## src/rtl/dchain_pkg.sv

```systemverilog
package dchain_pkg;
  localparam int BYTE_W = 8;
  localparam int CMD_W  = 2 * BYTE_W;

  typedef enum logic [1:0] {
    PH_WRITE = 2'd0,
    PH_REQ   = 2'd1,
    PH_NOP   = 2'd2
  } phase_e;

  typedef enum logic [1:0] {
    S_IDLE = 2'd0,
    S_F1   = 2'd1,
    S_GAP  = 2'd2,
    S_F2   = 2'd3
  } seq_state_e;
endpackage

```

## src/rtl/dc_clkdiv.sv

```systemverilog
module dc_clkdiv #(
  parameter int DIV = 2
) (
  input  logic clk,
  input  logic rst,
  input  logic run,
  output logic tick
);
  localparam int CW = (DIV > 1) ? $clog2(DIV) : 1;

  logic [CW-1:0] cnt;

  assign tick = run && (cnt == CW'(DIV - 1));

  always_ff @(posedge clk) begin
    if (rst || !run)  cnt <= '0;
    else if (tick)    cnt <= '0;
    else              cnt <= cnt + 1'b1;
  end
endmodule

```

## src/rtl/dc_frame_build.sv

```systemverilog
module dc_frame_build
  import dchain_pkg::*;
#(
  parameter int          N_DEV    = 3,
  parameter logic [15:0] NOP_WORD = 16'h0000
) (
  input  logic [N_DEV*CMD_W-1:0] words,
  input  phase_e                 phase,
  output logic [N_DEV*CMD_W-1:0] tx
);
  for (genvar k = 0; k < N_DEV; k++) begin : g_dev
    always_comb begin
      unique case (phase)
        PH_WRITE: tx[k*CMD_W +: CMD_W] = words[k*CMD_W +: CMD_W];
        PH_REQ:   tx[k*CMD_W +: CMD_W] = {words[k*CMD_W + BYTE_W +: BYTE_W], {BYTE_W{1'b0}}};
        default:  tx[k*CMD_W +: CMD_W] = NOP_WORD;
      endcase
    end
  end
endmodule

```

## src/rtl/dc_frame.sv

```systemverilog
module dc_frame #(
  parameter int NBITS = 48,
  parameter int DIV   = 2
) (
  input  logic             clk,
  input  logic             rst,
  input  logic             go,
  input  logic [NBITS-1:0] tx,
  input  logic             miso,
  output logic             sck,
  output logic             cs_n,
  output logic             mosi,
  output logic [NBITS-1:0] rx,
  output logic             fin
);
  localparam int LAST = 2 * NBITS;
  localparam int HW   = $clog2(LAST + 1);

  logic             act;
  logic             tick;
  logic [HW-1:0]    hcnt;
  logic [NBITS-1:0] sreg;

  dc_clkdiv #(.DIV(DIV)) u_div (
    .clk (clk),
    .rst (rst),
    .run (act),
    .tick(tick)
  );

  assign mosi = sreg[NBITS-1];

  always_ff @(posedge clk) begin
    if (rst) begin
      act  <= 1'b0;
      cs_n <= 1'b1;
      sck  <= 1'b0;
      sreg <= '0;
      rx   <= '0;
      hcnt <= '0;
      fin  <= 1'b0;
    end else begin
      fin <= 1'b0;
      if (!act && go) begin
        act  <= 1'b1;
        cs_n <= 1'b0;
        sreg <= tx;
        hcnt <= '0;
      end else if (act && tick) begin
        hcnt <= hcnt + 1'b1;
        if (hcnt == HW'(LAST)) begin
          cs_n <= 1'b1;
          act  <= 1'b0;
          fin  <= 1'b1;
        end else if (!hcnt[0]) begin
          sck <= 1'b1;
          rx  <= {rx[NBITS-2:0], miso};
        end else begin
          sck  <= 1'b0;
          sreg <= {sreg[NBITS-2:0], 1'b0};
        end
      end
    end
  end


  mosi_stable_hi_chk: assert property (@(posedge clk) disable iff (rst)
    (sck && $past(sck)) |-> $stable(mosi));


  sck_idle_chk: assert property (@(posedge clk) disable iff (rst)
    cs_n |-> !sck);
endmodule

```

## src/rtl/dchain_seq.sv

```systemverilog
module dchain_seq
  import dchain_pkg::*;
#(
  parameter int          N_DEV    = 3,
  parameter int          DIV      = 2,
  parameter int          GAP_SCK  = 2,
  parameter logic [15:0] NOP_WORD = 16'h0000
) (
  input  logic                    clk,
  input  logic                    rst,
  input  logic                    cmd_valid,
  output logic                    cmd_ready,
  input  logic                    cmd_read,
  input  logic [N_DEV*CMD_W-1:0]  cmd_words,
  output logic                    done,
  output logic [N_DEV*BYTE_W-1:0] rd_data,
  output logic                    spi_sck,
  output logic                    spi_cs_n,
  output logic                    spi_mosi,
  input  logic                    spi_miso
);
  localparam int NBITS   = N_DEV * CMD_W;
  localparam int GAP_CYC = GAP_SCK * 2 * DIV;
  localparam int GW      = $clog2(GAP_CYC + 1);

  seq_state_e                state;
  phase_e                    phase;
  logic                      rd_mode;
  logic                      go;
  logic [GW-1:0]             gcnt;
  logic [NBITS-1:0]          cmd_q;
  logic [NBITS-1:0]          tx;
  logic [NBITS-1:0]          rx;
  logic                      fin;
  logic [N_DEV*BYTE_W-1:0]   rd_next;

  dc_frame_build #(.N_DEV(N_DEV), .NOP_WORD(NOP_WORD)) u_build (
    .words(cmd_q),
    .phase(phase),
    .tx   (tx)
  );

  dc_frame #(.NBITS(NBITS), .DIV(DIV)) u_frame (
    .clk (clk),
    .rst (rst),
    .go  (go),
    .tx  (tx),
    .miso(spi_miso),
    .sck (spi_sck),
    .cs_n(spi_cs_n),
    .mosi(spi_mosi),
    .rx  (rx),
    .fin (fin)
  );

  for (genvar k = 0; k < N_DEV; k++) begin : g_unpack
    assign rd_next[k*BYTE_W +: BYTE_W] = rx[k*CMD_W +: BYTE_W];
  end

  assign cmd_ready = (state == S_IDLE);

  always_ff @(posedge clk) begin
    if (rst) begin
      state   <= S_IDLE;
      phase   <= PH_WRITE;
      rd_mode <= 1'b0;
      go      <= 1'b0;
      gcnt    <= '0;
      cmd_q   <= '0;
      done    <= 1'b0;
      rd_data <= '0;
    end else begin
      done <= 1'b0;
      go   <= 1'b0;
      unique case (state)
        S_IDLE: if (cmd_valid) begin
          cmd_q   <= cmd_words;
          rd_mode <= cmd_read;
          phase   <= cmd_read ? PH_REQ : PH_WRITE;
          go      <= 1'b1;
          state   <= S_F1;
        end
        S_F1: if (fin) begin
          if (rd_mode) begin
            gcnt  <= '0;
            state <= S_GAP;
          end else begin
            done  <= 1'b1;
            state <= S_IDLE;
          end
        end
        S_GAP: begin
          gcnt <= gcnt + 1'b1;
          if (gcnt == GW'(GAP_CYC - 1)) begin
            phase <= PH_NOP;
            go    <= 1'b1;
            state <= S_F2;
          end
        end
        S_F2: if (fin) begin
          rd_data <= rd_next;
          done    <= 1'b1;
          state   <= S_IDLE;
        end
        default: state <= S_IDLE;
      endcase
    end
  end


  accept_busy_chk: assert property (@(posedge clk) disable iff (rst)
    (cmd_valid && cmd_ready) |=> !cmd_ready);


  done_pulse_chk: assert property (@(posedge clk) disable iff (rst)
    done |=> !done);


  done_ready_chk: assert property (@(posedge clk) disable iff (rst)
    done |-> cmd_ready);


  rd_hold_chk: assert property (@(posedge clk) disable iff (rst)
    !$stable(rd_data) |-> done);


  gap_cs_chk: assert property (@(posedge clk) disable iff (rst)
    (state == S_GAP) |-> spi_cs_n);
endmodule

```

## config.mk

```make
export PLATFORM = sky130hd
export DESIGN_NAME = dchain_seq
export DESIGN_NICKNAME = d
export VERILOG_FILES = /design/src/rtl/dchain_pkg.sv /design/src/rtl/dc_clkdiv.sv /design/src/rtl/dc_frame_build.sv /design/src/rtl/dc_frame.sv /design/src/rtl/dchain_seq.sv
export SDC_FILE = /design/constraint.sdc
export NUM_CORES = 1
export LEC_CHECK = 0
export ABC_CLOCK_PERIOD_IN_PS = 2050
export BUFFER_PORTS_ARGS = -buffer_cell sky130_fd_sc_hd__clkbuf_2
export CAP_MARGIN = 5
export CELL_PAD_IN_SITES_DETAIL_PLACEMENT = 0
export CELL_PAD_IN_SITES_GLOBAL_PLACEMENT = 1
export CORE_MARGIN = 2
export CORE_UTILIZATION = 44
export CTS_CLUSTER_DIAMETER = 30
export DETAILED_ROUTE_END_ITERATION = 10
export PLACE_DENSITY = 0.89
export REMOVE_ABC_BUFFERS = 1
export SYNTH_ARGS = -nofsm -noshare
export SYNTH_HDL_FRONTEND = slang
export SYNTH_SLANG_ARGS = --single-unit
```

## constraint.sdc

```tcl
create_clock -name clk -period 2.05 [get_ports clk]
set_input_delay 0.205 -clock clk [delete_from_list [all_inputs] [get_ports clk]]
set_output_delay 0.205 -clock clk [all_outputs]
set_load 0.02 [all_outputs]
```

== Word level (Yosys, flattened, before mapping) ==
Index checks and enable logic that the tools add are counted.
Storage, ports and cells
  input port bits: 53
  bits in read-only memories: 0
  bits in latches: 0
  memories kept: 0
  bits in registers: 183
  bits in writable memories: 0
  output and inout bits: 29
  logic and storage cells: 94
Operators by class
  order comparisons: 0
  shifts and indexed selects: 0
  div/mod/pow operators: 0
  eq/ne operators: 12
  multiplexer cells: 35
  reduce and logical (&&, ||, !) cells: 24
  bitwise logic cells: 4
  $add $sub $neg: 3
  multiply operators: 0
Operators with widths (count)
  $mux W48: 4
  $pmux W16 S2: 3
  $mux W1: 14
  $mux W2: 7
  $reduce_and A3 Y1: 4
  $reduce_bool A2 Y1: 5
  $mux W4: 2
  $pmux W2 S4: 1
  $pmux W4 S2: 1
  $reduce_and A4 Y1: 2
  $add A7 B1 Y7 const B: 1
  $eq A7 B7 Y1 const B: 1
  $ne A2 B1 Y1 const B: 3
  $ne A2 B2 Y1 const B: 3
  $reduce_and A2 Y1: 3
  $add A4 B1 Y4 const B: 1
  $eq A2 B1 Y1 const B: 2
  $eq A2 B2 Y1 const B: 2
  $eq A4 B3 Y1 const B: 1
  $logic_not A2 Y1: 2
  $not A1 Y1: 4
  $pmux W1 S2: 2
  $pmux W2 S2: 1
  $reduce_or A2 Y1: 2
  other kinds (5): 7

== Depth between registers and ports, before layout ==
Gate-level depths: netlist of the first run.
  depth after elaboration: 4
  depth in mapped cells: 8
  mapped depth without buffers: 5

== By module ==
A second synthesis of the first run with hierarchy kept.
Second synthesis, totals
  cells, all modules: 953
  area, all modules: 7850.0 sq um
By module, submodules not included
  dc_frame: area an instance 4346.7 sq um, times used 1, cells each 527, seq. area each 2142.1 sq um
  dchain_seq: area an instance 2974.1 sq um, times used 1, cells each 368, seq. area each 1661.6 sq um
  dc_frame_build: area an instance 489.2 sq um, times used 1, cells each 55, seq. area each 0.0 sq um
  dc_clkdiv: area an instance 40.0 sq um, times used 1, cells each 3, seq. area each 20.0 sq um

== Worst setup path before layout of the first run ==
No wires, ideal clock.
  path kind: reg-to-reg
  start point: register u_frame.hcnt[0]
  end point: register u_frame.sreg[23]
  slack: 0.309 ns
  cell stages (with the launch flop): 7
  period minus slack after synthesis: 1.741 ns
  arrival: 1.654 ns
  buffers on the path: 2
  data required time: 1.963 ns
  library setup time: 0.087 ns
  cells stage by stage: dfxtp_1 > inv_1 > ha_1 > a311o_2 > buf_4 > buf_4 > a221oi_2
Between the ends
  word-level cells in the longest chain between the ends: 3
  elaborated cells on any way between the ends: 4
  those cells by class: eq/ne: 2; reduce/logical: 2
RTL lines
  start: declaration: line dc_frame.sv:21  | logic [HW-1:0] hcnt;
  start signal: assignment: line dc_frame.sv:50  | hcnt <= hcnt + 1'b1;
  $eq A7 B7 Y1: line dc_frame.sv:51  | if (hcnt == HW'(LAST)) begin
  $ne A2 B1 Y1 (no line)
  $reduce_and A3 Y1 (no line) *
  end signal: assignment: line dc_frame.sv:47  | sreg <= tx;
  end signal: assignment: line dc_frame.sv:60  | sreg <= {sreg[NBITS-2:0], 1'b0};
  end: declaration: line dc_frame.sv:22  | logic [NBITS-1:0] sreg;
Every way passes the cells marked *; elsewhere a longest branch is shown, timed or not.
A chain may end at the register's enable or synchronous reset.

== Final worst setup path of the first run ==
  start point: register u_frame.hcnt[1]
  end point: register u_frame.sreg[25]
Between the ends
  word-level cells in the longest chain between the ends: 3
RTL lines (line)
  $eq A7 B7 Y1: dc_frame.sv:51
  $ne A2 B1 Y1 (no line)
  $reduce_and A3 Y1 (no line)
No other way between the ends.

==> metrics.txt, run 1 <==
Root Driver=clkbuf_16; htree depth=4; leak pwr=roughly 3.1 nW; RR Startpoint=u_frame.hcnt[1]$_SDFFE_PP0P_; max layer used=met4; Hold Vio Cnt, Final=0; Post-Route Skew=between 6 and 7 ps; Synth cell types=39; Critical Path, Cell by Cell=inv_1, ha_1, a311o_2, buf_4, o221a_2; clk sink count=183; max incr delay on CP=430 ps; GRT overflow=0; CORE AREA=15800 um2; DRC=0; share of cells above drive strength 1=20.6%; Post-synth ARST share=0%; clock period minus worst slack=1790 ps; GRT Util Overall=19.0%; # IOs=82; largest net degree at the start of global routing=58; flop2flop setup slack=260 ps; Yosys top cell area share=51.9%; hold_sp=cmd_words[41]; area leader, netlist=dfxtp_1; Die X-Extent=131 um; crit-path max FO=31; Die Y=131 um; drt wl/cell=approximately 13 um; CTS Hold Buffers Added=40; Slew headroom=66.7%; CTS buffer count=17; outcome=complete, no violations; Yosys reg bits=183; vias in the first global route=5692; most common cell after layout, fill and taps aside=nand2_1; crit path max-delay cell type=a311o_2; IO buf count=81; Final Slew Violations=0; worst hold path class=in2reg; Starting DRT DRC Count=378; Resize count post-CTS=0; critical path required time=2360 ps; EDFF count, synth=0; worst hold endpoint=cmd_q[41]$_SDFFE_PP0P_; worst skew pair latency=430 ps; full die area=17100 um2; met3 wire len=508 um; power per cell area=845 nW/um2; first-pass GRT wire length=25900 um; Bufs on Longest Clock Path=2; fmax=0.559 GHz; number of buffers and inverters on the critical path=2; area grow syn2layout=23.3%; crit start category=flip-flop; wire length on met2=approximately 7400 um; via count=5830; top_reg_cell synth=dfxtp_1; Fin Setup TNS=0 ps; register area=between 3000 and 4000 um2; Area contributors post-synth=dfxtp_1 (52%), nand2_1 (13%), a21oi_1 (10%), a221oi_2 (4.9%), o221a_2 (3.8%); number of diodes=0; DP Area=7760 um2; sequential share of the synthesized area=51.9%; Rows=between 40 and 50; RSZ-0062 raised after global routing=no; critical path class=reg2reg; Worst-path clk slew=around 60 ps; reg2reg end=u_frame.sreg[25]$_SDFFE_PP0P_; Multi-input gate area=3120 um2; Final Setup Violations=0; First-pass DRT Iterations=4; Worst path top cell family by delay=compound AO/OA/AOI/OAI gates; Detail Route Antenna Nets=0; Post-Route WL=15300 um; routed vias/inst=between 5 and 6; initial antenna violation count=0; GP Congestion=approximately 0.76; yosys warns=0; CTS tree=built; Slew @ Worst Pin=498 ps; Setup crit end kind=flip-flop; Cells after Synth=819; FILL cells=1484; Initial Utilization=44.8%; Mapped Area=about 7000 um2; dpl hpwl=9370 um; post-route cell area=8700 um2; fin crit share=just under 90%; M1 WL=7200 um; nets=973; max-cap violations=0; Worst Hold Depth=3; commonest cells after routing, fill and taps aside=nand2_1 (240), dfxtp_1 (183), a21oi_1 (144); Worst EP arrival=2100 ps; Post-CTS Setup Bufs=0; r2r worst-path depth=5; peak supply drop=0.628 mV; Mapped Avg Cell Area=8.62 um2
==> worst max path at each step <==
stage | cells after the start | slack, ps | end | from
after global placement | 5 | 300 | u_frame.sreg[47]$_SDFFE_PP0P_ | u_frame.hcnt[1]$_SDFFE_PP0P_
after detailed placement | 5 | 270 | u_frame.sreg[25]$_SDFFE_PP0P_ | u_frame.hcnt[1]$_SDFFE_PP0P_
final | 5 | 260 | u_frame.sreg[25]$_SDFFE_PP0P_ | u_frame.hcnt[1]$_SDFFE_PP0P_
after global routing | 5 | 180 | u_frame.sreg[25]$_SDFFE_PP0P_ | u_frame.hcnt[1]$_SDFFE_PP0P_
after CTS | 5 | 250 | u_frame.sreg[25]$_SDFFE_PP0P_ | u_frame.hcnt[1]$_SDFFE_PP0P_
after floorplan | 5 | -1460 | u_frame.rx[0]$_SDFFE_PP0P_ | u_frame.hcnt[0]$_SDFFE_PP0P_
==> state kept, by name, indices dropped and copies added, names as in the netlist, named ones only <==
| register | flops |
|---|---|
| u_frame.cs_n | 1 |
| u_frame.fin | 1 |
| state | 1 |
| u_frame.act | 1 |
| u_frame.rx | 40 |
| gcnt | 4 |
| cmd_q | 48 |
| done | 1 |
| phase | 2 |
| go | 1 |
| u_frame.sreg | 48 |
| rd_data | 24 |
| u_frame.hcnt | 7 |
| u_frame.sck | 1 |
| rd_mode | 1 |
| u_frame.u_div.cnt | 1 |
==> synth_stat cells (5+ instances only) <==
library cell	count
nand2_1	242
dfxtp_1	183
a21oi_1	144
clkbuf_1	51
nor2_1	31
nand2b_1	28
o221a_2	24
a221oi_2	23
a22oi_1	23
nand3_1	7
buf_1	6
buf_2	6
nor3_1	6
nor2b_1	5
xor2_1	5
==> stage by stage <==
stage	hold slack, ps	setup slack [ps]	cells	utilization [%]	total power [mW]
after floorplan	271	-1460	750	-	4.11
after global placement	436	295	1074	49.2	4.34
after detailed placement	432	272	1074	49.2	4.35
after CTS	3.26	254	1145	55.2	7.43
after global routing	10.5	179	1145	55.2	7.65
final	21.0	260	1145	55.2	7.35
==> area by class of cell <==
type / instances / area share [%]
repair buffers: 148 / 12.7
flip-flops and latches: 183 / 42.1
clock buffers: 20 / 5.02
multi-input cells: 565 / 35.9
inverters: 2 / 0.0863
well taps: 216 / 3.11
clock inverters: 11 / 1.18
==> layer usage <==
| metal | vias up | GRT usage, % |
|---|---|---|
| li1 | 2999 | - |
| met1 | 2733 | 22.7 |
| met2 | 82 | 33.5 |
| met3 | 16 | 4.72 |
| met4 | 0 | 6.20 |
| met5 | - | 0 |
==> power breakdown <==
| group | internal (mW) | switching [mW] |
|---|---|---|
| Clock | 1.67 | 1.35 |
| Combinational | 0.272 | 0.303 |
| Sequential | 3.68 | 0.0770 |
==> worst register-to-register path, stage by stage, from the launching register on <==
cell,delay (ps)
dfxtp_1,360
inv_1,50
ha_1,270
a311o_2,430
buf_4,260
o221a_2,320
==> cell families (layout without fill, tap and decap cells) <==
group,after synthesis,count (layout),share of synthesized area [%]
AOI/OAI and AO/OA,224,224,22.5
xor gates and xnor gates,7,7,0.868
adders and majority gates,3,3,0.532
buffers and inverters,71,181,4.36
DFF,183,183,51.9
muxes,1,1,0.142
and+or+nand+nor,330,330,19.7
Power figures use the tool's default switching activity.
==> run 2: changes to the inputs <==
--- a/config.mk
+++ b/config.mk
@@ -5,16 +5,17 @@
 export SDC_FILE = /design/constraint.sdc
 export NUM_CORES = 1
 export LEC_CHECK = 0
+export ABC_AREA = 1
 export ABC_CLOCK_PERIOD_IN_PS = 2050
 export BUFFER_PORTS_ARGS = -buffer_cell sky130_fd_sc_hd__clkbuf_2
 export CAP_MARGIN = 5
 export CELL_PAD_IN_SITES_DETAIL_PLACEMENT = 0
 export CELL_PAD_IN_SITES_GLOBAL_PLACEMENT = 1
 export CORE_MARGIN = 2
-export CORE_UTILIZATION = 44
+export CORE_UTILIZATION = 42
 export CTS_CLUSTER_DIAMETER = 30
 export DETAILED_ROUTE_END_ITERATION = 10
-export PLACE_DENSITY = 0.89
+export PLACE_DENSITY = 0.88
 export REMOVE_ABC_BUFFERS = 1
 export SYNTH_ARGS = -nofsm -noshare
 export SYNTH_HDL_FRONTEND = slang
==> run 2 against run 1 <==
  * Via count up 12%
  * Final cell count up 15%
  * Largest power group unchanged
  * Die area up 11%
  * Sequential share of layout area up 0.40 points
  * Design area down 0.93%
  * Clock-buffer cell count down 3
  * Highest routed layer unchanged
  * Wire length up 5.1%
  * Global-route usage down 1.2 points
  * Register-to-register slack better by 60 ps
  * Fmax up 3.3%
  * Synthesized cell count up 25%
  * Core utilization down 5.5 points
==> metrics.txt, run 2 <==
CTS tree=built; crit-path max FO=42; GRT Util Overall=17.8%; Die X-Extent=138 um; initial antenna violation count=0; Worst EP arrival=about 2100 ps; Initial Utilization=43.1%; Final Slew Violations=0; r2r worst-path depth=8; First-pass DRT Iterations=4; GRT busiest layer=met2; Setup crit end kind=flip-flop; critical path required time=roughly 2400 ps; Synth top cells by count=nand2_1 (199), dfxtp_1 (183), nor2_1 (183), a21oi_1 (89), o21ai_0 (68); Synth Area in Adders=0.501%; GRT overflow=0; Multi-input gate area=between 3000 and 4000 um2; via count=between 6000 and 7000; flop2flop setup slack=approximately 320 ps; Starting DRT DRC Count=between 300 and 400; Mapped Area=7490 um2; first-pass GRT wire length=27300 um; Bufs on Longest Clock Path=2; worst hold endpoint=cmd_q[10]$_SDFFE_PP0P_; clk sink count=183; global-route met2 utilization=29.9%; nets=around 1100; hold_sp=cmd_words[10]; Synth cell types=27; met1 usage=23.0%; Yosys top cell area share=48.9%; Resize count post-CTS=0; biggest regs=cmd_q x48, u_frame.sreg x48, u_frame.rx x40; reg2reg end=u_frame.sreg[13]$_SDFFE_PP0P_; DP Area=approximately 8000 um2; CORE AREA=17400 um2; main combinational cell family by area after synthesis=simple AND/OR/NAND/NOR gates; area grow syn2layout=15.2%; Post-Route Skew=just over 9 ps; number of diodes=0; mux contribution to synthesized area=0%; Detail Route Antenna Nets=0; Cells after Synth=1027; area leader, netlist=dfxtp_1; Final Core Density=49.7%; sequential share of the synthesized area=about half; Post-synth ARST share=0%; top_reg_cell synth=dfxtp_1; outcome=complete, no violations; power per cell area=903 nW/um2; Die Y=approximately 140 um; Post-Synth Simple-Gate Area=between 20% and 30%; CTS Hold Buffers Added=0; largest net degree at the start of global routing=between 60 and 70; full die area=18900 um2; yosys warns=0; most frequent cell after synthesis=nand2_1; clock period minus worst slack=1730 ps; Mapped Avg Cell Area=7.29 um2; EDFF count, synth=0; # IOs=82; Worst Hold Depth=3; commonest cells after routing, fill and taps aside=nand2_1 (199), dfxtp_1 (183), nor2_1 (182); Rows=48; most common cell after layout, fill and taps aside=nand2_1; max-cap violations=0; register area=between 3000 and 4000 um2; DRC=0; worst skew pair latency=430 ps; CTS buffer count=17; vias in the first global route=5894; Hold Vio Cnt, Final=0; critical path class=reg2reg; share of cells above drive strength 1=14.4%; post-route cell area=approximately 8600 um2; fin crit share=84.6%; RSZ-0062 raised after global routing=no; Post-CTS Setup Bufs=0; Worst-path clk slew=70 ps; dpl hpwl=10100 um; Area contributors post-synth=dfxtp_1 (49%), nand2_1 (10%), nor2_1 (9.2%), a21oi_1 (6.0%), o21ai_0 (4.5%); xor/xnor share of the synthesized area=0.234%; met3 usage=~3.8%; Root Driver=clkbuf_16; fmax=0.577 GHz; Slew headroom=between 40% and 50%; crit start category=flip-flop; Final Setup Violations=0; hold slack=21.8 ps; routed vias/inst=4.95; Slew @ Worst Pin=755 ps; worst hold path class=in2reg; leak pwr=between 3 and 4 nW; htree depth=4; Compound-Gate Fraction of Synth Area=13.2%; Post-Route WL=16100 um; IO buf count=81; RR Startpoint=u_frame.hcnt[0]$_SDFFE_PP0P_; drt wl/cell=12.2 um; FILL cells=1725; GP Congestion=0.713; Yosys reg bits=~180; peak supply drop=0.642 mV
-- run 2: changes by cell type in the layout (fill, tap and decap cells not counted), moves of 28 or more --
cell | before | now
nor2_1 | 31 | 182
nand4_1 | 2 | 43
nand3_1 | 7 | 67
dlygate4sd3_1 | 40 | 0
inv_1 | 2 | 60
nand2b_1 | 28 | 0
o21ai_0 | 2 | 68
nand2_1 | 240 | 199
a21oi_1 | 144 | 89
-- run 2: kinds of logic (layout without fill, tap and decap cells) --
kind of cell / Yosys count / count (layout)
and+or+nand+nor: 513 / 513
AOI/OAI and AO/OA: 186 / 186
DFF: 183 / 183
buffers and inverters: 140 / 201
adders and majority gates: 3 / 3
xor gates and xnor gates: 2 / 2
-- run 2: layout make-up --
cell class | instances | share of cell area, %
Inverter | 66 | 2.87
Clock inverter | 15 | 2.05
Tap cell | 225 | 3.27
Multi-Input combinational cell | 704 | 37.5
Sequential cell | 183 | 42.5
Timing Repair Buffer | 103 | 6.91
Clock buffer | 17 | 4.93
-- run 2: worst max-delay path, cell delays in order (launching register included) --
cell,delay [ps]
dfxtp_1,330
inv_2,60
buf_4,390
nor2_4,90
nand2_2,90
nand2_2,60
inv_2,440
nor2_1,90
nor2_1,90
-- run 2: worst max-delay path by stage --
stage                                  from                             to  slack [ps]
6_report       u_frame.hcnt[0]$_SDFFE_PP0P_  u_frame.sreg[13]$_SDFFE_PP0P_         320
2_1_floorplan  u_frame.hcnt[0]$_SDFFE_PP0P_  u_frame.sreg[10]$_SDFFE_PP0P_        -720
4_1_cts        u_frame.hcnt[1]$_SDFFE_PP0P_  u_frame.sreg[46]$_SDFFE_PP0P_         300
3_3_place_gp   u_frame.hcnt[0]$_SDFFE_PP0P_  u_frame.sreg[14]$_SDFFE_PP0P_         360
5_1_grt        u_frame.hcnt[1]$_SDFFE_PP0P_  u_frame.sreg[40]$_SDFFE_PP0P_         110
3_5_place_dp   u_frame.hcnt[0]$_SDFFE_PP0P_  u_frame.sreg[46]$_SDFFE_PP0P_         320
-- run 2: report_power, final --
part           internal [mW]  leakage (nW)  total, mW  switching, mW
clock                   1.93         0.290       3.33           1.41
sequential              3.72          1.49       3.79         0.0714
combinational          0.253          1.75      0.664          0.411
total                   5.90          3.53       7.79           1.89
-- run 2: per-layer routing --
layer	part of all wire, %	vias up	wire length (um)
met5	0	-	0
met4	1.1	0	179
met3	3.6	12	580
met2	46	102	7350
met1	50	2954	7970
li1	-	3434	-
-- run 2: metrics by stage --
step / total power [mW] / instances / TNS (ps) / setup WS [ps]
floorplan: 4.30 / 953 / -49910 / -721
global placement: 4.53 / 1281 / 0 / 362
detailed placement: 4.54 / 1281 / 0 / 325
CTS: 7.88 / 1313 / 0 / 301
global route: 8.15 / 1313 / 0 / 107
finish: 7.79 / 1313 / 0 / 316
==> run 3: changes to the inputs <==
--- a/config.mk
+++ b/config.mk
@@ -6,16 +6,16 @@
 export NUM_CORES = 1
 export LEC_CHECK = 0
 export ABC_AREA = 1
-export ABC_CLOCK_PERIOD_IN_PS = 2050
+export ABC_CLOCK_PERIOD_IN_PS = 1450
 export BUFFER_PORTS_ARGS = -buffer_cell sky130_fd_sc_hd__clkbuf_2
 export CAP_MARGIN = 5
 export CELL_PAD_IN_SITES_DETAIL_PLACEMENT = 0
 export CELL_PAD_IN_SITES_GLOBAL_PLACEMENT = 1
 export CORE_MARGIN = 2
-export CORE_UTILIZATION = 42
+export CORE_UTILIZATION = 38
 export CTS_CLUSTER_DIAMETER = 30
 export DETAILED_ROUTE_END_ITERATION = 10
-export PLACE_DENSITY = 0.88
+export PLACE_DENSITY = 0.85
 export REMOVE_ABC_BUFFERS = 1
 export SYNTH_ARGS = -nofsm -noshare
 export SYNTH_HDL_FRONTEND = slang
==> constraint.sdc (replaced) <==
create_clock -name clk -period 1.45 [get_ports clk]
set_input_delay 0.145 -clock clk [delete_from_list [all_inputs] [get_ports clk]]
set_output_delay 0.145 -clock clk [all_outputs]
set_load 0.02 [all_outputs]
==> run 3 against run 2 <==
  * The run now ends with setup timing left
  * Sequential share of layout area decreased by 4.8 points
  * Fmax up 16%
  * Setup slack worse by 360 ps
  * Clock skew is 2.7 ps higher
  * Final cell count up 7.1%
  * First-iteration DRC count up 36%
  * Register-to-register slack worse by 360 ps
  * Critical path depth rose by 3
  * Global-route usage shrank 0.74 points
  * Critical endpoint is now u_frame.sreg[12]$_SDFFE_PP0P_
==> metrics.txt, run 3 (synthesized netlist as in run 2, its figures left out) <==
outcome=finished with violations; failing checks=setup timing; via count=6729; Post-Route WL=17900 um; routed vias/inst=about 4.8; share of cells above drive strength 1=19.9%; vias in the first global route=6179; GRT Util Overall=17.1%; clk sink count=183; power per cell area=1170 nW/um2; CTS buffer count=17; biggest regs=cmd_q x48, u_frame.sreg x48, u_frame.rx x40; first-pass GRT wire length=28700 um; worst hold path class=in2reg; GP Congestion=0.770; register area=3670 um2; FILL cells=about 1900; largest net degree at the start of global routing=61; Final Slew Violations=0; DRC=0; flop2flop setup slack=-40 ps; number of buffers and inverters on the critical path=4; reg2reg end=u_frame.sreg[12]$_SDFFE_PP0P_; GRT overflow=0; Slew headroom=roughly two thirds; leak pwr=3.93 nW; Critical Path, Cell by Cell=inv_2, ha_4, nand2_2, inv_2, nand3_4, nand2_4, nand2_8, clkinv_8, clkbuf_16, nor2_2, nor2_1; post-route cell area=9720 um2; full die area=~21000 um2; RSZ-0062 raised after global routing=yes; Multi-input gate area=3480 um2; Slew @ Worst Pin=~500 ps; critical path class=reg2reg; Die X-Extent=144 um; Worst path top cell family by delay=simple AND/OR/NAND/NOR gates; First-pass DRT Iterations=4; crit path max-delay cell type=dfxtp_2; min setup slack post-route=-43.5 ps; Worst EP arrival=1820 ps; Detail Route Antenna Nets=0; DP Area=8300 um2; # IOs=82; dpl hpwl=roughly 10000 um; critical path required time=1770 ps; most common cell after layout, fill and taps aside=nand2_1; fin crit share=103%; Root Driver=clkbuf_16; Die Y=144 um; drt wl/cell=12.8 um; worst hold endpoint=cmd_q[1]$_SDFFE_PP0P_; Setup crit end kind=flip-flop; RR Startpoint=u_frame.hcnt[1]$_SDFFE_PP0P_; IO buf count=81; Worst Hold Depth=3; fmax=~0.67 GHz; Worst-path clk slew=60 ps; htree depth=4; Fin Setup TNS=-166 ps; Hold Vio Cnt, Final=0; area grow syn2layout=29.8%; max-cap violations=0; Most Frequent Cell on Critical Path=inv_2; clock period minus worst slack=between 1000 and 1500 ps; peak supply drop=between 0.9 and 1 mV; number of diodes=0; hold_sp=cmd_words[1]; Initial Utilization=38.6%; Post-Route Skew=roughly 12 ps; max incr delay on CP=approximately 330 ps; commonest cells after routing, fill and taps aside=nand2_1 (185), dfxtp_1 (181), nor2_1 (150); CTS tree=built; Bufs on Longest Clock Path=2; Final Setup Violations=12; crit-path max FO=6; CORE AREA=19400 um2; Starting DRT DRC Count=528; crit start category=flip-flop; initial antenna violation count=0; nets=1185; r2r worst-path depth=11; Rows=51; worst skew pair latency=430 ps
run 3: cell types whose count changed in the layout (fill, tap and decap cells not counted), moves of 4 or more:
cell | before | now
nor2_4 | 2 | 14
nand2_4 | 0 | 7
buf_12 | 2 | 15
clkbuf_16 | 17 | 23
nand2_2 | 5 | 11
nor2_1 | 182 | 150
nor2_2 | 5 | 25
dlygate4sd3_1 | 0 | 34
nand2_1 | 199 | 185
buf_6 | 0 | 4
clkbuf_8 | 0 | 4
run 3: worst max path at each step:
stage	from	endpoint	slack [ps]	cells past startpoint
after floorplan	u_frame.hcnt[0]$_SDFFE_PP0P_	u_frame.sreg[10]$_SDFFE_PP0P_	-1320	10
after global placement	u_frame.hcnt[0]$_SDFFE_PP0P_	u_frame.rx[21]$_SDFFE_PP0P_	-10	8
after detailed placement	u_frame.hcnt[0]$_SDFFE_PP0P_	u_frame.rx[21]$_SDFFE_PP0P_	-20	8
after CTS	u_frame.hcnt[1]$_SDFFE_PP0P_	u_frame.sreg[11]$_SDFFE_PP0P_	-7	11
after global routing	u_frame.hcnt[1]$_SDFFE_PP0P_	u_frame.sreg[12]$_SDFFE_PP0P_	-110	11
final	u_frame.hcnt[1]$_SDFFE_PP0P_	u_frame.sreg[12]$_SDFFE_PP0P_	-40	11
run 3: layout make-up:
| type | instances | area share [%] |
|---|---|---|
| timing repair buffer | 157 | 14.1 |
| inverter | 66 | 2.68 |
| sequential | 183 | 37.7 |
| tap | 265 | 3.41 |
| clock buffer | 24 | 5.06 |
| multi-input combinational | 704 | 35.9 |
| clock inverter | 7 | 1.20 |
run 3: where the power goes:
part / total (mW) / internal (mW) / switching (mW)
clock: 4.78 / 2.89 / 1.89
combinational: 1.26 / 0.556 / 0.706
sequential: 5.36 / 5.26 / 0.0996
total: 11.4 / 8.70 / 2.70
run 3: what timing repair did:
item | 4_1_cts | 5_1_grt
resized for setup | 4 | 79
endpoints found under the setup margin | 30 | 94
hold buffers | 34 | 0
setup buffers | 0 | 1
pin swaps | 0 | 11
endpoints found under the hold margin | 35 | 0
gates cloned | 0 | 8
run 3: metrics by stage:
stage	instances	setup WS [ps]	hold WS (ps)	util (%)	power [mW]
global placement	1332	-10.8	396	42.8	6.46
detailed placement	1332	-23.6	402	42.8	6.49
finish	1406	-43.5	5.86	50.1	11.4
CTS	1397	-7.28	1.30	47.8	11.3
global route	1406	-112	1.75	50.1	11.9
floorplan	953	-1320	214	-	6.08
run 3: metal layers:
metal  part of all wire [%]  GRT usage, %  vias to the layer above  routed length, um
met5                      0             0                        -                  0
met4                   0.88          4.75                        0                157
met3                    4.2          4.21                       10                755
met2                     49          28.6                      138               8740
met1                     46          21.9                     3025               8280
li1                       -             -                     3556                  -
run 3: tightest hold or removal path, delay by kind of cell:
kind	cells	cell delay (ps)
buf+inv	1	80
compound gates	1	80
simple gates	1	80
